--- src/rtl/dma_regs_pkg.sv ---
package dma_regs_pkg;
   typedef enum logic [1:0] {
      OP_IDLE  = 2'd0,
      OP_BLAST = 2'd1,
      OP_ABORT = 2'd2,
      OP_START = 2'd3
   } dma_op_e;

   localparam int CMD_DIR_BIT = 7;

   localparam int ST_PWDN  = 0;
   localparam int ST_ERR   = 1;
   localparam int ST_ABT   = 2;
   localparam int ST_DONE  = 3;
   localparam int ST_SCSI  = 4;
   localparam int ST_BLAST = 5;
   localparam int ST_W     = 6;

   localparam logic [2:0] REG_CMD   = 3'd0;
   localparam logic [2:0] REG_STC   = 3'd1;
   localparam logic [2:0] REG_SPA   = 3'd2;
   localparam logic [2:0] REG_WBC   = 3'd3;
   localparam logic [2:0] REG_WAC   = 3'd4;
   localparam logic [2:0] REG_STAT  = 3'd5;
   localparam logic [2:0] REG_LIST  = 3'd6;
   localparam logic [2:0] REG_WLIST = 3'd7;
endpackage

--- src/rtl/dma_len_clamp.sv ---
module dma_len_clamp #(
   parameter int DW          = 32,
   parameter int SMALL_W     = 16,
   parameter int LARGE_W     = 24,
   parameter int BOUND_W     = 24,
   parameter bit LARGE_OK    = 1'b1,
   localparam int LW         = BOUND_W + 1
) (
   input  logic [DW-1:0] req_len,
   input  logic [DW-1:0] start_addr,
   input  logic          big_en,
   output logic [LW-1:0] len_o
);
   localparam logic [DW-1:0] CAP_SMALL = DW'(1) << SMALL_W;
   localparam logic [DW-1:0] CAP_LARGE = DW'(1) << LARGE_W;
   localparam logic [LW-1:0] BOUND_TOP = LW'(1) << BOUND_W;

   logic [DW-1:0] cap;
   logic [DW-1:0] capped;
   logic [LW-1:0] room;

   // choose the length cap; the large cap exists only when allowed
   generate
      if (LARGE_OK) begin : g_two_caps
         assign cap = big_en ? CAP_LARGE : CAP_SMALL;
      end else begin : g_one_cap
         logic unused_big;
         assign unused_big = big_en;
         assign cap = CAP_SMALL;
      end
   endgenerate

   always_comb begin
      capped = (req_len > cap) ? cap : req_len;
      // bytes left before the next boundary
      room   = BOUND_TOP - {1'b0, start_addr[BOUND_W-1:0]};
      len_o  = (capped[LW-1:0] > room) ? room : capped[LW-1:0];
   end

   logic [DW-1:0] unused_hi;
   assign unused_hi = start_addr & ~((DW'(1) << BOUND_W) - DW'(1));
endmodule

--- src/rtl/dma_xfer_ctr.sv ---
module dma_xfer_ctr #(
   parameter int DW      = 32,
   parameter int BOUND_W = 24,
   localparam int LW     = BOUND_W + 1
) (
   input  logic          clk,
   input  logic          rst_n,
   input  logic          load,
   input  logic [LW-1:0] len,
   input  logic [DW-1:0] start_addr,
   input  logic [DW-1:0] list_addr,
   input  logic          run,
   input  logic          ack,
   output logic [LW-1:0] cnt,
   output logic [DW-1:0] waddr,
   output logic [DW-1:0] wlist,
   output logic          req,
   output logic          cnt_zero
);
   logic mv;

   assign cnt_zero = (cnt == '0);
   assign req      = run && !cnt_zero;
   assign mv       = ack && req;

   always_ff @(posedge clk) begin
      if (!rst_n) begin
         cnt   <= '0;
         waddr <= '0;
         wlist <= '0;
      end else if (load) begin
         cnt   <= len;
         waddr <= start_addr;
         wlist <= list_addr;
      end else if (mv) begin
         cnt   <= cnt - LW'(1);
         waddr <= waddr + DW'(1);
      end
   end

   localparam logic [LW:0] BOUND_END = (LW+1)'(1) << BOUND_W;
   logic [LW:0] end_pos;
   assign end_pos = {2'b00, waddr[BOUND_W-1:0]} + {1'b0, cnt};

   assert_cnt_no_rise_R6: assert property (@(posedge clk) disable iff (!rst_n)
      !load |=> cnt <= $past(cnt));
   assert_load_in_bound_R5: assert property (@(posedge clk) disable iff (!rst_n)
      load |=> end_pos <= BOUND_END);
endmodule

--- src/rtl/dma_status.sv ---
module dma_status
   import dma_regs_pkg::*;
(
   input  logic            clk,
   input  logic            rst_n,
   input  dma_op_e         op,
   input  logic            wr_idle,
   input  logic            wr_abort,
   input  logic            bus_err,
   input  logic            cnt_zero,
   input  logic            fifo_empty,
   input  logic            pwdn,
   input  logic            scsi_irq,
   output logic [ST_W-1:0] status,
   output logic            irq
);
   logic err_q, abt_q, done_q, blast_q;

   always_ff @(posedge clk) begin
      if (!rst_n || wr_idle) begin
         err_q   <= 1'b0;
         abt_q   <= 1'b0;
         done_q  <= 1'b0;
         blast_q <= 1'b0;
      end else begin
         if (bus_err && op == OP_START)     err_q   <= 1'b1;
         if (wr_abort)                      abt_q   <= 1'b1;
         if (op == OP_START && cnt_zero)    done_q  <= 1'b1;
         if (op == OP_BLAST && fifo_empty)  blast_q <= 1'b1;
      end
   end

   always_comb begin
      status           = '0;
      status[ST_PWDN]  = pwdn;
      status[ST_ERR]   = err_q;
      status[ST_ABT]   = abt_q;
      status[ST_DONE]  = done_q;
      status[ST_SCSI]  = scsi_irq;
      status[ST_BLAST] = blast_q;
   end

   assign irq = err_q | abt_q | done_q | scsi_irq;

   assert_idle_clears_R12: assert property (@(posedge clk) disable iff (!rst_n)
      wr_idle |=> !err_q && !abt_q && !done_q && !blast_q);
   assert_err_sets_R9: assert property (@(posedge clk) disable iff (!rst_n)
      (bus_err && op == OP_START && !wr_idle) |=> err_q);
   assert_abort_sets_R10: assert property (@(posedge clk) disable iff (!rst_n)
      (wr_abort && !wr_idle) |=> abt_q);
endmodule

--- src/rtl/dma_ctrl_regs.sv ---
module dma_ctrl_regs
   import dma_regs_pkg::*;
#(
   parameter int ADDR_W   = 8,
   parameter int BASE_IDX = 16,
   parameter int SMALL_W  = 16,
   parameter int LARGE_W  = 24,
   parameter int BOUND_W  = 24,
   parameter int LVL_W    = 5,
   parameter bit LARGE_OK = 1'b1
) (
   input  logic              clk,
   input  logic              rst_n,
   input  logic              reg_we,
   input  logic [ADDR_W-1:0] reg_addr,
   input  logic [31:0]       reg_wdata,
   output logic [31:0]       reg_rdata,
   input  logic              big_xfer_en,
   input  logic              byte_ack,
   input  logic              bus_err,
   input  logic [LVL_W-1:0]  fifo_lvl,
   input  logic              pwdn,
   input  logic              scsi_irq,
   output logic              dma_req,
   output logic              flush_req,
   output logic              xfer_dir,
   output logic [31:0]       xfer_addr,
   output logic              irq_pending
);
   localparam int DW    = 32;
   localparam int LW    = BOUND_W + 1;
   localparam int IDX_W = ADDR_W - 2;

   if (LARGE_W < SMALL_W || LARGE_W > BOUND_W) begin : g_bad_caps
      $error("length caps must satisfy SMALL_W <= LARGE_W <= BOUND_W");
   end
   if (BOUND_W >= DW - 1) begin : g_bad_bound
      $error("BOUND_W must leave headroom inside the data width");
   end
   if (BASE_IDX + 8 > (1 << IDX_W)) begin : g_bad_base
      $error("register window does not fit the address width");
   end

   // address decode
   logic [IDX_W-1:0] idx, idx_off;
   logic             in_rng;
   logic [2:0]       sel;
   assign idx     = reg_addr[ADDR_W-1:2];
   assign idx_off = idx - IDX_W'(BASE_IDX);
   assign in_rng  = (idx >= IDX_W'(BASE_IDX)) && (idx_off < IDX_W'(8)) &&
                    (reg_addr[1:0] == 2'b00);
   assign sel     = idx_off[2:0];

   logic wr_cmd, wr_stc, wr_spa, wr_list;
   assign wr_cmd  = reg_we && in_rng && sel == REG_CMD;
   assign wr_stc  = reg_we && in_rng && sel == REG_STC;
   assign wr_spa  = reg_we && in_rng && sel == REG_SPA;
   assign wr_list = reg_we && in_rng && sel == REG_LIST;

   logic [7:0]    cmd_q;
   logic [DW-1:0] stc_q, spa_q, list_q;

   always_ff @(posedge clk) begin
      if (!rst_n) begin
         cmd_q  <= '0;
         stc_q  <= '0;
         spa_q  <= '0;
         list_q <= '0;
      end else begin
         if (wr_cmd)  cmd_q  <= reg_wdata[7:0];
         if (wr_stc)  stc_q  <= reg_wdata;
         if (wr_spa)  spa_q  <= reg_wdata;
         if (wr_list) list_q <= reg_wdata;
      end
   end

   dma_op_e op, new_op;
   assign op     = dma_op_e'(cmd_q[1:0]);
   assign new_op = dma_op_e'(reg_wdata[1:0]);

   logic load, wr_idle, wr_abort;
   assign load     = wr_cmd && new_op == OP_START;
   assign wr_idle  = wr_cmd && new_op == OP_IDLE;
   assign wr_abort = wr_cmd && new_op == OP_ABORT;

   logic [LW-1:0] len;
   dma_len_clamp #(
      .DW(DW), .SMALL_W(SMALL_W), .LARGE_W(LARGE_W),
      .BOUND_W(BOUND_W), .LARGE_OK(LARGE_OK)
   ) u_clamp (
      .req_len(stc_q), .start_addr(spa_q), .big_en(big_xfer_en), .len_o(len)
   );

   logic [ST_W-1:0] status;
   logic            run, cnt_zero;
   logic [LW-1:0]   cnt;
   logic [DW-1:0]   waddr, wlist;

   assign run = (op == OP_START) && !status[ST_ERR];

   dma_xfer_ctr #(.DW(DW), .BOUND_W(BOUND_W)) u_ctr (
      .clk(clk), .rst_n(rst_n), .load(load), .len(len),
      .start_addr(spa_q), .list_addr(list_q), .run(run), .ack(byte_ack),
      .cnt(cnt), .waddr(waddr), .wlist(wlist), .req(dma_req),
      .cnt_zero(cnt_zero)
   );

   dma_status u_stat (
      .clk(clk), .rst_n(rst_n), .op(op), .wr_idle(wr_idle),
      .wr_abort(wr_abort), .bus_err(bus_err), .cnt_zero(cnt_zero),
      .fifo_empty(fifo_lvl == '0), .pwdn(pwdn), .scsi_irq(scsi_irq),
      .status(status), .irq(irq_pending)
   );

   assign flush_req = (op == OP_BLAST) && (fifo_lvl != '0);
   assign xfer_dir  = cmd_q[CMD_DIR_BIT];
   assign xfer_addr = waddr;

   always_comb begin
      reg_rdata = '0;
      if (in_rng) begin
         case (sel)
            REG_CMD:   reg_rdata = {24'b0, cmd_q};
            REG_STC:   reg_rdata = stc_q;
            REG_SPA:   reg_rdata = spa_q;
            REG_WBC:   reg_rdata = {{(DW-LW){1'b0}}, cnt};
            REG_WAC:   reg_rdata = waddr;
            REG_STAT:  reg_rdata = {{(DW-ST_W){1'b0}}, status};
            REG_LIST:  reg_rdata = list_q;
            default:   reg_rdata = wlist;
         endcase
      end
   end

   assert_err_blocks_req_R9: assert property (@(posedge clk) disable iff (!rst_n)
      status[ST_ERR] |-> !dma_req);
   assert_flush_only_blast_R11: assert property (@(posedge clk) disable iff (!rst_n)
      flush_req |-> !dma_req);
endmodule

--- config.mk ---
export PLATFORM = sky130hd
export DESIGN_NAME = dma_ctrl_regs
export DESIGN_NICKNAME = d
export VERILOG_FILES = /design/src/rtl/dma_regs_pkg.sv /design/src/rtl/dma_len_clamp.sv /design/src/rtl/dma_xfer_ctr.sv /design/src/rtl/dma_status.sv /design/src/rtl/dma_ctrl_regs.sv
export SDC_FILE = /design/constraint.sdc
export NUM_CORES = 1
export LEC_CHECK = 0
export BUFFER_PORTS_ARGS = -buffer_cell sky130_fd_sc_hd__buf_2
export CAP_MARGIN = 0
export CELL_PAD_IN_SITES_DETAIL_PLACEMENT = 1
export CELL_PAD_IN_SITES_GLOBAL_PLACEMENT = 1
export CORE_MARGIN = 5
export CORE_UTILIZATION = 35
export CTS_CLUSTER_SIZE = 40
export DETAILED_ROUTE_END_ITERATION = 12
export PLACE_DENSITY = 0.75
export SYNTH_ARGS = -nofsm -noshare
export SYNTH_HDL_FRONTEND = slang
export SYNTH_HIERARCHICAL = 1
export SYNTH_SLANG_ARGS = --single-unit
--- constraint.sdc ---
create_clock -name clk -period 3.6 [get_ports clk]
set_input_delay 0.18 -clock clk [delete_from_list [all_inputs] [get_ports clk]]
set_output_delay 0.18 -clock clk [all_outputs]
set_load 0.1 [all_outputs]
# Word-level counts from Yosys, hierarchy flattened

Cells that the tools add are included.

Add/sub/neg operators: 4
Order comparisons: 4
Equality and inequality tests: 10
Mux-type cells: 9
Bitwise gates (word level): 3
Reductions and logical operators: 28

Operator list:

| kind                                                               | number |
|---|---|
| one-hot mux 32 bit (7 select lines)                                | 1 |
| 2-to-1 mux 25 bit                                                  | 5 |
| 2-to-1 mux 32 bit                                                  | 3 |
| adder 32 x 1 -> 32 bit (second input constant)                     | 1 |
| > comparator 32 x 25 -> 1 bit                                      | 1 |
| > comparator 25 bit                                                | 1 |
| logical NOT 25 bit                                                 | 1 |
| subtractor 25 x 1 -> 25 bit (second input constant)                | 1 |
| subtractor 25 x 24 -> 25 bit (first input constant)                | 1 |
| logical AND 1 bit                                                  | 17 |
| equality test 3 bit (second input constant)                        | 3 |
| equality test 2 bit (second input constant)                        | 3 |
| equality test 3 x 2 -> 1 bit (second input constant)               | 2 |
| greater-or-equal comparator 6 x 5 -> 1 bit (second input constant) | 1 |
| < comparator 6 x 4 -> 1 bit (second input constant)                | 1 |
| subtractor 6 x 5 -> 6 bit (second input constant)                  | 1 |
| logical NOT 5 bit                                                  | 1 |
| nonzero test 5 bit                                                 | 1 |
| logical NOT 2 bit                                                  | 2 |
| equality test 3 x 1 -> 1 bit (second input constant)               | 1 |
| logical NOT 1 bit                                                  | 3 |
| logical NOT 3 bit                                                  | 1 |
| bitwise OR 1 bit                                                   | 3 |
| equality test 2 x 1 -> 1 bit (second input constant)               | 1 |
| 2 further kinds                                                    | 2 |

Bits in registers: 197
Input port bits: 53
Output and inout bits: 68
Word-level logic and storage cells: 69

# Depth between registers and ports, before layout

Word-level depth: 8
Mapped depth: 21
Depth with buffers taken out: 17

# By module

The synthesis kept the hierarchy.

By module, submodules not included:

| module        | times used | cells each | area an instance (sq um) | sequential area each (sq um) |
|---|---|---|---|---|
| dma_ctrl_regs | 1          | 756        | 5730.5                   | 2082.0 |
| dma_xfer_ctr  | 1          | 532        | 4694.5                   | 1781.7 |
| dma_len_clamp | 1          | 231        | 1630.3                   | 0.0 |
| dma_status    | 1          | 21         | 182.7                    | 80.1 |

# Worst setup path after synthesis

No wires, ideal clock.

Path type: input to output
From: input reg_addr[5]
To: output reg_rdata[26]
Data arrival time: 3360 ps
Data required time: 3420 ps
Setup slack: 60 ps
Cell stages on the path: 6
Path buffers: 2
Cell sequence: or3b_1 > buf_2 > nor3_1 > clkbuf_1 > o21ai_0 > nor3_1

Cells in the longest elaborated chain, start to end: 5
Elaborated cells between the ends (all ways): 6
Those cells by class: add/sub (1); order compare (2); mux (1); reduce/logical (2)

Ends and longest elaborated chain:

| what                                | line                 | RTL |
|---|---|---|
| start: declaration                  | dma_ctrl_regs.sv:15  | `input logic [ADDR_W-1:0] reg_addr,` |
| subtractor 6 x 5 -> 6 bit           | dma_ctrl_regs.sv:49  | `assign idx_off = idx - IDX_W'(BASE_IDX);` |
| < comparator 6 x 4 -> 1 bit         | dma_ctrl_regs.sv:50  | `assign in_rng = (idx >= IDX_W'(BASE_IDX)) && (idx_off < IDX_W'(8)) &&` |
| logical AND 1 bit (*) (2 in series) | dma_ctrl_regs.sv:50  |  |
| 2-to-1 mux 32 bit (*)               | dma_ctrl_regs.sv:121 | `if (in_rng) begin` |
| end: declaration                    | dma_ctrl_regs.sv:17  | `output logic [31:0] reg_rdata,` |

Every way passes the cells marked *; elsewhere a longest branch is shown, timed or not.

# Final worst setup path

From: register stc_q[21]
To: register u_ctr.cnt[2]

Cells in the longest elaborated chain, start to end: 5

Ends and longest elaborated chain:

| what                          | line                | RTL |
|---|---|---|
| start: declaration            | dma_ctrl_regs.sv:61 | `logic [DW-1:0] stc_q, spa_q, list_q;` |
| start signal: assignment      | dma_ctrl_regs.sv:71 | `if (wr_stc) stc_q <= reg_wdata;` |
| > comparator 32 x 25 -> 1 bit | dma_len_clamp.sv:34 | `capped = (req_len > cap) ? cap : req_len;` |
| 2-to-1 mux 25 bit (*)         | dma_len_clamp.sv:34 |  |
| > comparator 25 bit           | dma_len_clamp.sv:37 | `len_o = (capped[LW-1:0] > room) ? room : capped[LW-1:0];` |
| 2-to-1 mux 25 bit (*)         | dma_len_clamp.sv:37 |  |
| via len[2]                    | dma_ctrl_regs.sv:86 | `logic [LW-1:0] len;` |
| 2-to-1 mux 25 bit (*)         | dma_xfer_ctr.sv:31  | `end else if (load) begin` |
| end signal: assignment        | dma_xfer_ctr.sv:32  | `cnt <= len;` |
| end signal: assignment        | dma_xfer_ctr.sv:36  | `cnt <= cnt - LW'(1);` |
| end: declaration              | dma_xfer_ctr.sv:14  | `output logic [LW-1:0] cnt,` |

The timed path passes the listed nets; every way through them passes the cells marked *.
A chain may end at the register's enable or synchronous reset.

==> flow_summary.json <==
{
  "antenna_cells": 0,
  "final_antenna_net_count": 0,
  "critPathRequiredTime_ns": 3.97,
  "slew_headroom": 0.2939,
  "vdd_drop_max_mv": 0.2034,
  "synth_warn": 6,
  "syn_area_um2": 12240,
  "layout_commonest_cell": "sky130_fd_sc_hd__dfxtp_1",
  "die_span_in_y_um": 197.0,
  "share_of_the_yosys_chip_area_belonging_to_registers": 0.3223,
  "min_period_ns": 3.855,
  "detailedRoute.firstPassIterationCount": 5,
  "cts_root_buf": "sky130_fd_sc_hd__clkbuf_16",
  "seqCellArea_um2": 3945,
  "synthToLayoutAreaGrowth_pct": 23.66,
  "start_to_end_type_of_the_worst_setup_path": "reg2reg",
  "synth_async_sr_flop_share": 0,
  "ff2ff_path_depth": 19,
  "post_synth.cell_area_avg_um2": 7.947,
  "postSynth.topFlopCell": "sky130_fd_sc_hd__dfxtp_1",
  "cts_tree": "built",
  "p_comb_frac": 0.097,
  "multi_input_comb_area_um2": 7823,
  "setup_repair_after_global_routing_missed_its_margin": "yes",
  "timing.max_cap.violations": 0,
  "placed_cells": 2120,
  "seq_cells_post_synth": 197,
  "report.final.setup_viol": 25,
  "detail_route.vias_per_cell": 5.978,
  "grt_antenna_before_repair": 8,
  "dr_wl_cell_um": 23.55,
  "grt_max_degree": 127,
  "cp-start-kind": "flop",
  "finish.net_count": 1801,
  "drcViolationCount": 0,
  "pwr-share-clk": 0.442,
  "hold_path_depth": 3,
  "outcome": "complete, but fails checks",
  "clk-insertion-delay-late_ns": 0.45,
  "layout.filler_cells": 4242,
  "worstHoldStart": "reg_wdata[3]",
  "reg2reg_from": "stc_q[21]",
  "timing.final.ws_setup_ns": -0.2552,
  "hold_viol_final": 0,
  "clkSlewWorstSetupHoldPaths_ns": 0.08,
  "worst-path-max-fanout": 5,
  "start_util": 0.3543,
  "min_path_type": "in2reg",
  "totalPowerFinal_mw": 4.730,
  "grt_first_pass_wirelength_mm": 77.17,
  "synth_fp_nets": 1624,
  "worst_hold_slack_ns": 0.01695,
  "rows": 68,
  "setup-tns-final_ns": -3.586,
  "cell_internal_pwr_mw": 3.461,
  "violated_checks": "negative setup slack",
  "instances_no_fill": 2185,
  "fin_worst_skew_ns": 0.01184,
  "buffer_ports.inserted": 120,
  "globalplace.congestion": 0.9264,
  "fin_crit_sh": 1.071,
  "sw_frac_of_total": 0.2681,
  "worst_hold_path.endpoint": "stc_q[3]",
  "core_area_um2": 34540,
  "synth_enable_flop_cells": 0,
  "vias": 13063,
  "total_die_area_um2": 38810,
  "seq_power_share": 0.461,
  "cts.path.max_buffers": 2,
  "reg2reg_slack_ns": -0.26,
  "fmaxAchievable_mhz": 259.4,
  "floorplan.die.width_um": 197.0,
  "pin_count": 121,
  "detail_route.iter0.violations": 1262,
  "detailedPlacementHpwl_mm": 36.76,
  "grt_util_all_layers": 0.2524,
  "cts_buffers": 17,
  "most-common-layout-cells": "196 x sky130_fd_sc_hd__dfxtp_1, 183 x sky130_fd_sc_hd__nand2_1, 173 x sky130_fd_sc_hd__o21ai_0, 135 x sky130_fd_sc_hd__buf_4, 127 x sky130_fd_sc_hd__nand3_1",
  "worstMarginPinSlew_ns": 1.059,
  "timing.final.max_slew_violations": 0,
  "via_count_of_the_first_global_routing_pass": 12941,
  "power_density_nw_per_um2": 312.5,
  "reg2reg_to": "u_ctr/cnt[2]",
  "synth_cell_type_count": 71,
  "clock-sinks": 197,
  "cells_after_synth": 1540,
  "end_kind": "flop",
  "total_switching_power_mw": 1.268,
  "arrival_ns": 4.22,
  "drt_wl_total_mm": 51.46,
  "layout-drive-gt1-share": 0.2503,
  "clock_tree.htree_level_count": 4,
  "leakage_nw": 5.883,
  "globalRoute.totalOverflow": 0
}
==> repair_timing <==
action,4_1_cts,5_1_grt
hold endpoints to repair,42,0
gates resized for setup,28,52
setup endpoints to repair,25,25
gates cloned,2,0
pin swaps,16,30
buffers inserted,5,8
hold buffers,20,0
==> power groups by stage <==
stage / registers [mW] / logic, mW / clock network [mW]
global placement: 2.23 / 0.379 / 0
CTS: 2.18 / 0.423 / 2.13
finish: 2.18 / 0.457 / 2.09
floorplan: 2.23 / 0.234 / 0
detailed placement: 2.23 / 0.387 / 0
global route: 2.18 / 0.483 / 2.20
==> Yosys cell counts (all sizes together) (39+ instances only) <==
| cell | n | area [um2] |
|---|---|---|
| a21oi | 40 | 204.0 |
| a31oi | 49 | 306.5 |
| buf | 54 | 337.8 |
| clkbuf | 77 | 289.0 |
| dfxtp | 197 | 3944 |
| inv | 39 | 146.4 |
| mux2i | 86 | 860.8 |
| nand2 | 188 | 708.2 |
| nand3 | 139 | 745.7 |
| nor2 | 39 | 146.4 |
| nor2b | 42 | 262.8 |
| o21ai | 235 | 1296 |
==> state kept, by name, summed over array words and instances, names as in the netlist <==
signal,flops
cmd_q,8
u_ctr/cnt,25
u_ctr/wlist,32
u_ctr/waddr,32
u_stat/abt_q,1
spa_q,32
u_stat/err_q,1
u_stat/blast_q,1
list_q,32
u_stat/done_q,1
stc_q,32
==> kinds of logic (layout without fill, tap and decap cells) <==
logic type / count (synthesis) / after routing / share of synthesized area
simple gates: 595 / 595 / 0.2634
compound gates: 415 / 415 / 0.2148
flops: 197 / 197 / 0.3223
buf+inv: 170 / 360 / 0.06318
mux: 90 / 90 / 0.07402
xor+xnor: 42 / 42 / 0.03067
fa+ha+maj: 31 / 31 / 0.03169
==> how the worst max path moves through the flow <==
stage	startpoint	endpoint
after floorplan	reg_addr[5]	reg_rdata[26]
after global placement	big_xfer_en	u_ctr/cnt[1]
after detailed placement	big_xfer_en	u_ctr/cnt[7]
after CTS	stc_q[16]	u_ctr/cnt[1]
after global routing	stc_q[21]	u_ctr/cnt[2]
final	stc_q[21]	u_ctr/cnt[2]
==> stage by stage <==
stage                     instance area, um2  setup slack (ns)  utilization
after floorplan                        12240           0.06007            -
after global placement                 13890           -0.1277       0.4021
after detailed placement               13890           -0.2870       0.4021
after CTS                              14890         -0.003801       0.4311
after global routing                   15130           -0.3178       0.4381
final                                  15130           -0.2552       0.4381
==> final cells by class <==
type	instances	area share
sequential	197	0.2607
clock buffer	17	0.02811
timing repair buffer	289	0.1340
tap	455	0.03762
multi-input combinational	1173	0.5169
clock inverter	15	0.01298
inverter	39	0.009673
==> layer usage <==
metal,global-route usage,share of wire
met5,0,0.0018
met4,0.09810,0.040
met2,0.4007,0.46
met3,0.05094,0.066
met1,0.3386,0.44
==> critical path, cell delays in order, from the launching register on <==
cell	delay, ns
sky130_fd_sc_hd__dfxtp_1	0.34
sky130_fd_sc_hd__nor4_1	0.43
sky130_fd_sc_hd__buf_4	0.20
sky130_fd_sc_hd__a31oi_1	0.09
sky130_fd_sc_hd__o22ai_2	0.16
sky130_fd_sc_hd__and3_4	0.24
sky130_fd_sc_hd__buf_6	0.13
sky130_fd_sc_hd__nand2_1	0.10
sky130_fd_sc_hd__inv_1	0.07
sky130_fd_sc_hd__ha_1	0.25
sky130_fd_sc_hd__a21oi_2	0.14
sky130_fd_sc_hd__o21ai_1	0.08
sky130_fd_sc_hd__a2111oi_2	0.37
sky130_fd_sc_hd__buf_4	0.18
sky130_fd_sc_hd__nor3_4	0.05
sky130_fd_sc_hd__o21bai_4	0.21
sky130_fd_sc_hd__buf_6	0.16
sky130_fd_sc_hd__mux2i_1	0.23
sky130_fd_sc_hd__o21ai_0	0.10
sky130_fd_sc_hd__nor3b_1	0.24
(Power assumes the default switching activity.)
